**config.mk**
```make
export PLATFORM = sky130hd
export DESIGN_NAME = burst_mode_guard
export DESIGN_NICKNAME = d
export VERILOG_FILES = /design/src/rtl/bmg_pkg.sv /design/src/rtl/bmg_rst_sync.sv /design/src/rtl/bmg_mode_filter.sv /design/src/rtl/bmg_irq_regs.sv /design/src/rtl/burst_mode_guard.sv
export SDC_FILE = /design/constraint.sdc
export NUM_CORES = 1
export LEC_CHECK = 0
export ABC_AREA = 1
export BUFFER_PORTS_ARGS = -buffer_cell sky130_fd_sc_hd__buf_2
export CAP_MARGIN = 20
export CELL_PAD_IN_SITES_DETAIL_PLACEMENT = 0
export CELL_PAD_IN_SITES_GLOBAL_PLACEMENT = 1
export CORE_AREA = 5 5 80 82
export DETAILED_ROUTE_END_ITERATION = 7
export DIE_AREA = 0 0 85 87
export PLACE_DENSITY_LB_ADDON = 0.1
export SLEW_MARGIN = 0
export SYNTH_ARGS = -nofsm -noshare
export SYNTH_HDL_FRONTEND = slang
export SYNTH_HIERARCHICAL = 1
export SYNTH_SLANG_ARGS = --single-unit
```
**constraint.sdc**
```tcl
create_clock -name clk -period 0.9 [get_ports clk]
set_input_delay 0 -clock clk [delete_from_list [all_inputs] [get_ports clk]]
set_output_delay 0 -clock clk [all_outputs]
set_load 0.005 [all_outputs]
```
**src/rtl/bmg_pkg.sv**
```systemverilog
package bmg_pkg;

  typedef enum logic [1:0] {
    BM_LINEAR = 2'b00,
    BM_WRAP   = 2'b01,
    BM_RSVD_A = 2'b10,
    BM_RSVD_B = 2'b11
  } burst_mode_e;

  localparam int unsigned REG_IDX_W = 2;

  localparam logic [REG_IDX_W-1:0] RIDX_RAW    = 2'd0;
  localparam logic [REG_IDX_W-1:0] RIDX_MASKED = 2'd1;
  localparam logic [REG_IDX_W-1:0] RIDX_ENSET  = 2'd2;
  localparam logic [REG_IDX_W-1:0] RIDX_ENCLR  = 2'd3;

  function automatic logic mode_supported(input logic [1:0] m);
    return (m == BM_LINEAR) || (m == BM_WRAP);
  endfunction

endpackage

```
**src/rtl/bmg_rst_sync.sv**
```systemverilog
module bmg_rst_sync (
  input  logic clk,
  input  logic rst_n,
  output logic rst_sync_n
);

  logic [1:0] stage_q;

  always_ff @(posedge clk or negedge rst_n) begin
    if (!rst_n) stage_q <= 2'b00;
    else        stage_q <= {stage_q[0], 1'b1};
  end

  assign rst_sync_n = stage_q[1];

endmodule

```
**src/rtl/bmg_mode_filter.sv**
```systemverilog
module bmg_mode_filter
  import bmg_pkg::*;
#(
  parameter int unsigned ADDR_W = 32,
  parameter int unsigned LEN_W  = 8
) (
  input  logic              clk,
  input  logic              rst_n,
  input  logic              req_valid,
  output logic              req_ready,
  input  logic [ADDR_W-1:0] req_addr,
  input  logic [1:0]        req_mode,
  input  logic [LEN_W-1:0]  req_len,
  output logic              fwd_valid,
  input  logic              fwd_ready,
  output logic [ADDR_W-1:0] fwd_addr,
  output logic [1:0]        fwd_mode,
  output logic [LEN_W-1:0]  fwd_len,
  output logic              trap_hit
);

  logic legal;

  always_comb begin
    legal     = mode_supported(req_mode);
    fwd_valid = req_valid;
    req_ready = fwd_ready;
    fwd_addr  = req_addr;
    fwd_len   = req_len;
    fwd_mode  = legal ? req_mode : BM_LINEAR;
    trap_hit  = req_valid && fwd_ready && !legal;
  end

  // legal codes pass unchanged
  a_r1_legal_pass: assert property (@(posedge clk) disable iff (!rst_n)
    (req_valid && (req_mode == BM_WRAP)) |-> (fwd_mode == BM_WRAP));

  // illegal codes leave as linear with address kept
  a_r2_trap_linear: assert property (@(posedge clk) disable iff (!rst_n)
    (req_valid && req_mode[1]) |-> (fwd_mode == BM_LINEAR && fwd_addr == req_addr));

endmodule

```
**src/rtl/bmg_irq_regs.sv**
```systemverilog
module bmg_irq_regs
  import bmg_pkg::*;
#(
  parameter int unsigned REG_W = 32
) (
  input  logic                 clk,
  input  logic                 rst_n,
  input  logic                 trap_hit,
  input  logic                 reg_wr,
  input  logic [REG_IDX_W-1:0] reg_idx,
  input  logic [REG_W-1:0]     reg_wdata,
  output logic [REG_W-1:0]     reg_rdata,
  output logic                 irq
);

  localparam int unsigned PAD_W = REG_W - 1;

  logic raw_q, raw_nxt, raw_ce;
  logic en_q, en_nxt, en_ce;
  logic raw_clr, en_set, en_clr;
  logic unused_wdata;

  assign unused_wdata = ^reg_wdata[REG_W-1:1];

  always_comb begin
    raw_clr = reg_wr && (reg_idx == RIDX_RAW)   && reg_wdata[0];
    en_set  = reg_wr && (reg_idx == RIDX_ENSET) && reg_wdata[0];
    en_clr  = reg_wr && (reg_idx == RIDX_ENCLR) && reg_wdata[0];

    raw_ce  = trap_hit || raw_clr;
    raw_nxt = trap_hit ? 1'b1 : 1'b0;

    en_ce   = en_set || en_clr;
    en_nxt  = en_set;
  end

  always_ff @(posedge clk or negedge rst_n) begin
    if (!rst_n) begin
      raw_q <= 1'b0;
      en_q  <= 1'b0;
    end else begin
      if (raw_ce) raw_q <= raw_nxt;
      if (en_ce)  en_q  <= en_nxt;
    end
  end

  always_comb begin
    unique case (reg_idx)
      RIDX_RAW:    reg_rdata = {{PAD_W{1'b0}}, raw_q};
      RIDX_MASKED: reg_rdata = {{PAD_W{1'b0}}, raw_q & en_q};
      default:     reg_rdata = {{PAD_W{1'b0}}, en_q};
    endcase
    irq = raw_q && en_q;
  end

  a_r3_trap_sets: assert property (@(posedge clk) disable iff (!rst_n)
    trap_hit |=> raw_q);

  a_r4_sticky: assert property (@(posedge clk) disable iff (!rst_n)
    (raw_q && !(reg_wr && reg_idx == RIDX_RAW && reg_wdata[0])) |=> raw_q);

  a_r5_set_wins: assert property (@(posedge clk) disable iff (!rst_n)
    (trap_hit && raw_clr) |=> raw_q);

  a_r6_enable_set: assert property (@(posedge clk) disable iff (!rst_n)
    en_set |=> en_q);

  a_r6_enable_clr: assert property (@(posedge clk) disable iff (!rst_n)
    en_clr |=> !en_q);

  a_r8_no_irq_masked: assert property (@(posedge clk) disable iff (!rst_n)
    !en_q |-> !irq);

endmodule

```
**src/rtl/burst_mode_guard.sv**
```systemverilog
module burst_mode_guard
  import bmg_pkg::*;
#(
  parameter int unsigned ADDR_W = 32,
  parameter int unsigned LEN_W  = 8,
  parameter int unsigned REG_W  = 32
) (
  input  logic                 clk,
  input  logic                 rst_n,
  input  logic                 req_valid,
  output logic                 req_ready,
  input  logic [ADDR_W-1:0]    req_addr,
  input  logic [1:0]           req_mode,
  input  logic [LEN_W-1:0]     req_len,
  output logic                 fwd_valid,
  input  logic                 fwd_ready,
  output logic [ADDR_W-1:0]    fwd_addr,
  output logic [1:0]           fwd_mode,
  output logic [LEN_W-1:0]     fwd_len,
  input  logic                 reg_wr,
  input  logic [REG_IDX_W-1:0] reg_idx,
  input  logic [REG_W-1:0]     reg_wdata,
  output logic [REG_W-1:0]     reg_rdata,
  output logic                 irq
);

  logic rst_sync_n;
  logic trap_hit;

  bmg_rst_sync u_rst (
    .clk        (clk),
    .rst_n      (rst_n),
    .rst_sync_n (rst_sync_n)
  );

  bmg_mode_filter #(.ADDR_W(ADDR_W), .LEN_W(LEN_W)) u_filter (
    .clk       (clk),
    .rst_n     (rst_sync_n),
    .req_valid (req_valid),
    .req_ready (req_ready),
    .req_addr  (req_addr),
    .req_mode  (req_mode),
    .req_len   (req_len),
    .fwd_valid (fwd_valid),
    .fwd_ready (fwd_ready),
    .fwd_addr  (fwd_addr),
    .fwd_mode  (fwd_mode),
    .fwd_len   (fwd_len),
    .trap_hit  (trap_hit)
  );

  bmg_irq_regs #(.REG_W(REG_W)) u_regs (
    .clk       (clk),
    .rst_n     (rst_sync_n),
    .trap_hit  (trap_hit),
    .reg_wr    (reg_wr),
    .reg_idx   (reg_idx),
    .reg_wdata (reg_wdata),
    .reg_rdata (reg_rdata),
    .irq       (irq)
  );

  // handshake passes straight through
  a_r9_passthru: assert property (@(posedge clk) disable iff (!rst_sync_n)
    (fwd_valid == req_valid) && (req_ready == fwd_ready));

endmodule

```
== After elaboration in Yosys (flattened, before gate mapping) ==
Cells that the tools add are included.
Widths: inputs -> output; s select.
Operators by class
  equal/unequal tests: 4
  muxes and demuxes: 3
  bitwise gates (word level): 1
  reductions and logical operators: 15
Operators by type and width (number)
  $logic_and 1x1->1: 9
  $eq 2x1->1 const B: 2
  $eq 2x2->1 const B: 2
  $logic_not 2->1: 2
  $logic_or 1x1->1: 3
  $mux 2: 1
  $pmux 1 s2: 1
  $and 1x1->1: 1
  $logic_not 1->1: 1
  $mux 1: 1
Word-level totals
  register bits after elaboration: 4
  input bits: 81
  output and inout bits: 77
  logic and storage cells: 26

== Longest topological paths before layout ==
  depth in word-level cells: 5
  gate-level depth with buffers: 5
  gate-level depth less buffers: 5

== Cells and area by module ==
The synthesis kept the hierarchy.
Modules (own cells, without submodules)
  bmg_irq_regs: times used 1, cells an instance 51, area an instance 356.6 um2, seq. area each 50.0 um2
  bmg_mode_filter: times used 1, cells an instance 49, area an instance 347.8 um2, seq. area each 0.0 um2
  bmg_rst_sync: times used 1, cells an instance 3, area an instance 53.8 um2, seq. area each 50.0 um2

== Worst setup path before layout ==
OpenSTA, ideal clock, no wires.
  path kind: reg-to-reg
  from: reg u_regs/en_q (netlist name)
  to: reg u_regs.en_q
  setup time: 118 ps
  arrival time: 466 ps
  data required time: 782 ps
  path slack: 316 ps
  stages on the path, launching flop included: 3
  path buffers: 0
  period minus slack after synthesis: 584 ps
  path through: dfrtp_1 > nand2_1 > nand2_1
RTL lines
  to (signal assigned): RTL line bmg_irq_regs.sv:43  | if (en_ce) en_q <= en_nxt;
  to (decl): RTL line bmg_irq_regs.sv:19  | logic en_q, en_nxt, en_ce;

== Worst setup path after layout ==
  from: reg u_regs.en_q
  to: out reg_rdata[0]
Between the ends
  cells in the longest elaborated chain, start to end: 2
RTL lines
  $and 1x1->1: RTL line bmg_irq_regs.sv:50  | RIDX_MASKED: reg_rdata = {{PAD_W{1'b0}}, raw_q & en_q};
  $pmux 1 s2 *: RTL line bmg_irq_regs.sv:48  | unique case (reg_idx)
  to (decl): RTL line burst_mode_guard.sv:23  | output logic [REG_W-1:0] reg_rdata,
Mark *: on every way between the ends. The rest lies on a longest branch, timed or not.

==> results.sh <==
export IMPL_clkTransAtPathRegs_ns=0.03
export IMPL_mostFrequentLayoutCells="conb_1, buf_2, nand2_1"
export IMPL_drt_iter0_markers=1
export IMPL_leakage_uw=0.000311
export IMPL_syn_area_per_cell_um2=7.36
export IMPL_critical_path_class="flop to output pin"
export IMPL_cpPeakStageDelay_ns=0.39
export IMPL_overflow=0
export IMPL_hold_violations=0
export IMPL_period_share_pct=95.1
export IMPL_port_buffers=14
export IMPL_multi_input_area_um2=195
export IMPL_start_util_pct=13.4
export IMPL_antenna_found_initial=0
export IMPL_max_freq_mhz=1170
export IMPL_hold_path_class="primary input to output pin"
export IMPL_synth_seq_area_share_pct=13.2
export IMPL_synthCells=103
export IMPL_row_count=28
export IMPL_cts_root_buf="clkbuf_8"
export IMPL_cp_num_buf_inv=1
export IMPL_peakVddDrop_mv=0.460
export IMPL_ys_seq_elements=4
export IMPL_num_nets_final=161
export IMPL_dr_pass1_iters=2
export IMPL_setup_viol_count_final=0
export IMPL_vias=343
export IMPL_cts_htree_levels=1
export IMPL_report_final_slew_viol_count=0
export IMPL_fin_crit_ns=0.856
export IMPL_critPathSlowestCell="dfrtp_1"
export IMPL_endpoint_kind="output pin"
export IMPL_dp_hpwl_um=945
export IMPL_status="complete, no violations"
export IMPL_final_antenna_net_count=0
export IMPL_routed_wl_mm=1.04
export IMPL_syn2layout_area_growth_pct=-28.7
export IMPL_power_total_uw=723
export IMPL_register_area_um2=100
export IMPL_synth_area_um2=758
export IMPL_grt_use_total_pct=2.64
export IMPL_rsz0062_at_grt="true"
export IMPL_io_pins=158
export IMPL_fp_coreArea_mm2=0.00568
export IMPL_grt_pass1_vias=377
export IMPL_start_kind="flop"
export IMPL_fillers=690
export IMPL_die_w_um=85
export IMPL_grt_max_degree=5
export IMPL_cp_required_ns=0.90
export IMPL_numCtsBuffers=3
export IMPL_synth_cell_types=9
export IMPL_grt_pass1_wl_mm=1.56
export IMPL_finClkSkew_ns=0.00195
export IMPL_drive_above_1_share_pct=26.9
export IMPL_gp_congestion=0.627
export IMPL_layout_commonest_cell="conb_1"
export IMPL_ctsLongestPathBuffers=2
export IMPL_dieArea_mm2=0.00740
export IMPL_cp_arrival_ns=0.86
export IMPL_path_delay_family="flip-flops"
export IMPL_path_cells="nor2_1 > nor2_1 > buf_2"
export IMPL_drc=0
export IMPL_p_per_area_mw_per_mm2=1340
export IMPL_wire_per_inst_um=6.79
export IMPL_ys_warn_count=6
export IMPL_max_cap_viol_count=0
export IMPL_cts_sinks=4
export IMPL_crit_path_max_fanout=3
export IMPL_vias_per_cell=2.24
export IMPL_tns_ns=0
export IMPL_cts_tree="yes"
export IMPL_dieHeight_um=87
export IMPL_path_common_cell="nor2_1"
export IMPL_diodes=0
export IMPL_clock_latency_ns=0.21
routing by layer:
metal  track usage, %  wire length [um]  vias up
li1                 -                 -      147
met1             1.97               277      139
met2             3.74               465       43
met3             2.27               241       14
met4             3.17                55        0
met5                0                 0        -
cells by family after synthesis:
kind of cell / share of synthesized area, %
buf+inv: 76.2
flops: 13.2
other cells: 1.49
simple gates: 9.08
power breakdown:
group	total, uW	leakage [uW]	switching, uW	internal [uW]
clock network	365	0.0000216	81.4	284
logic	143	0.000243	85.3	57.5
registers	214	0.0000466	14.1	200
registers in the layout, summed over array words and instances, names as in the netlist:
signal         flops
u_regs/raw_q       1
u_regs/en_q        1
u_rst/stage_q      2
Yosys cell counts:
| cell | instances | area (um^2) |
|---|---|---|
| buf_4 | 74 | 556 |
| conb_1 | 3 | 11.3 |
| dfrtp_1 | 4 | 100 |
| inv_1 | 6 | 22.5 |
| nand2_1 | 8 | 30.0 |
| nand3_1 | 1 | 5.00 |
| nand4_1 | 1 | 6.26 |
| nor2_1 | 4 | 15.0 |
| nor2_2 | 2 | 12.5 |
area by class of cell:
type                       count  share of cell area [%]
clock buffer                   3                    7.64
inverter                       6                    4.17
multi-input combinational     49                    36.1
sequential                     4                    18.5
tap                           75                    17.4
timing repair buffer          16                    16.2
through the flow:
step                setup slack [ns]  utilization [%]  hold WS [ns]  area, um^2  cells
floorplan                      0.316                -        -0.296         871    133
global placement               0.220             8.44        -0.211         479    148
detailed placement             0.235             8.44        -0.211         479    148
CTS                          0.00282             9.35     0.0000346         531    152
global route                 -0.0421             9.52    0.00000860         541    153
finish                        0.0443             9.52    0.00000166         541    153
final timing paths:
path	slack, ns	endpoint	cells past startpoint	startpoint
worst max-delay path	0.04	reg_rdata[0]	3	u_regs/en_q
worst min-delay path	0.000002	fwd_addr[28]	0	req_addr[28]
worst max register to register	0.17	u_regs/en_q	3	u_regs/en_q
worst min register to register	0.02	u_regs/en_q	0	u_rst/stage_q[1]
max in group asynchronous	0.69	u_rst/stage_q[0]	2	rst_n
min in group asynchronous	0.02	u_regs/en_q	0	u_rst/stage_q[1]
repair_timing:
action | CTS | global route
setup endpoints to repair | 0 | 1
hold buffers | 1 | 0
gates resized for setup | 0 | 1
endpoints found under the hold margin | 2 | 0
setup buffers | 0 | 1
(Power assumes the default switching activity.)
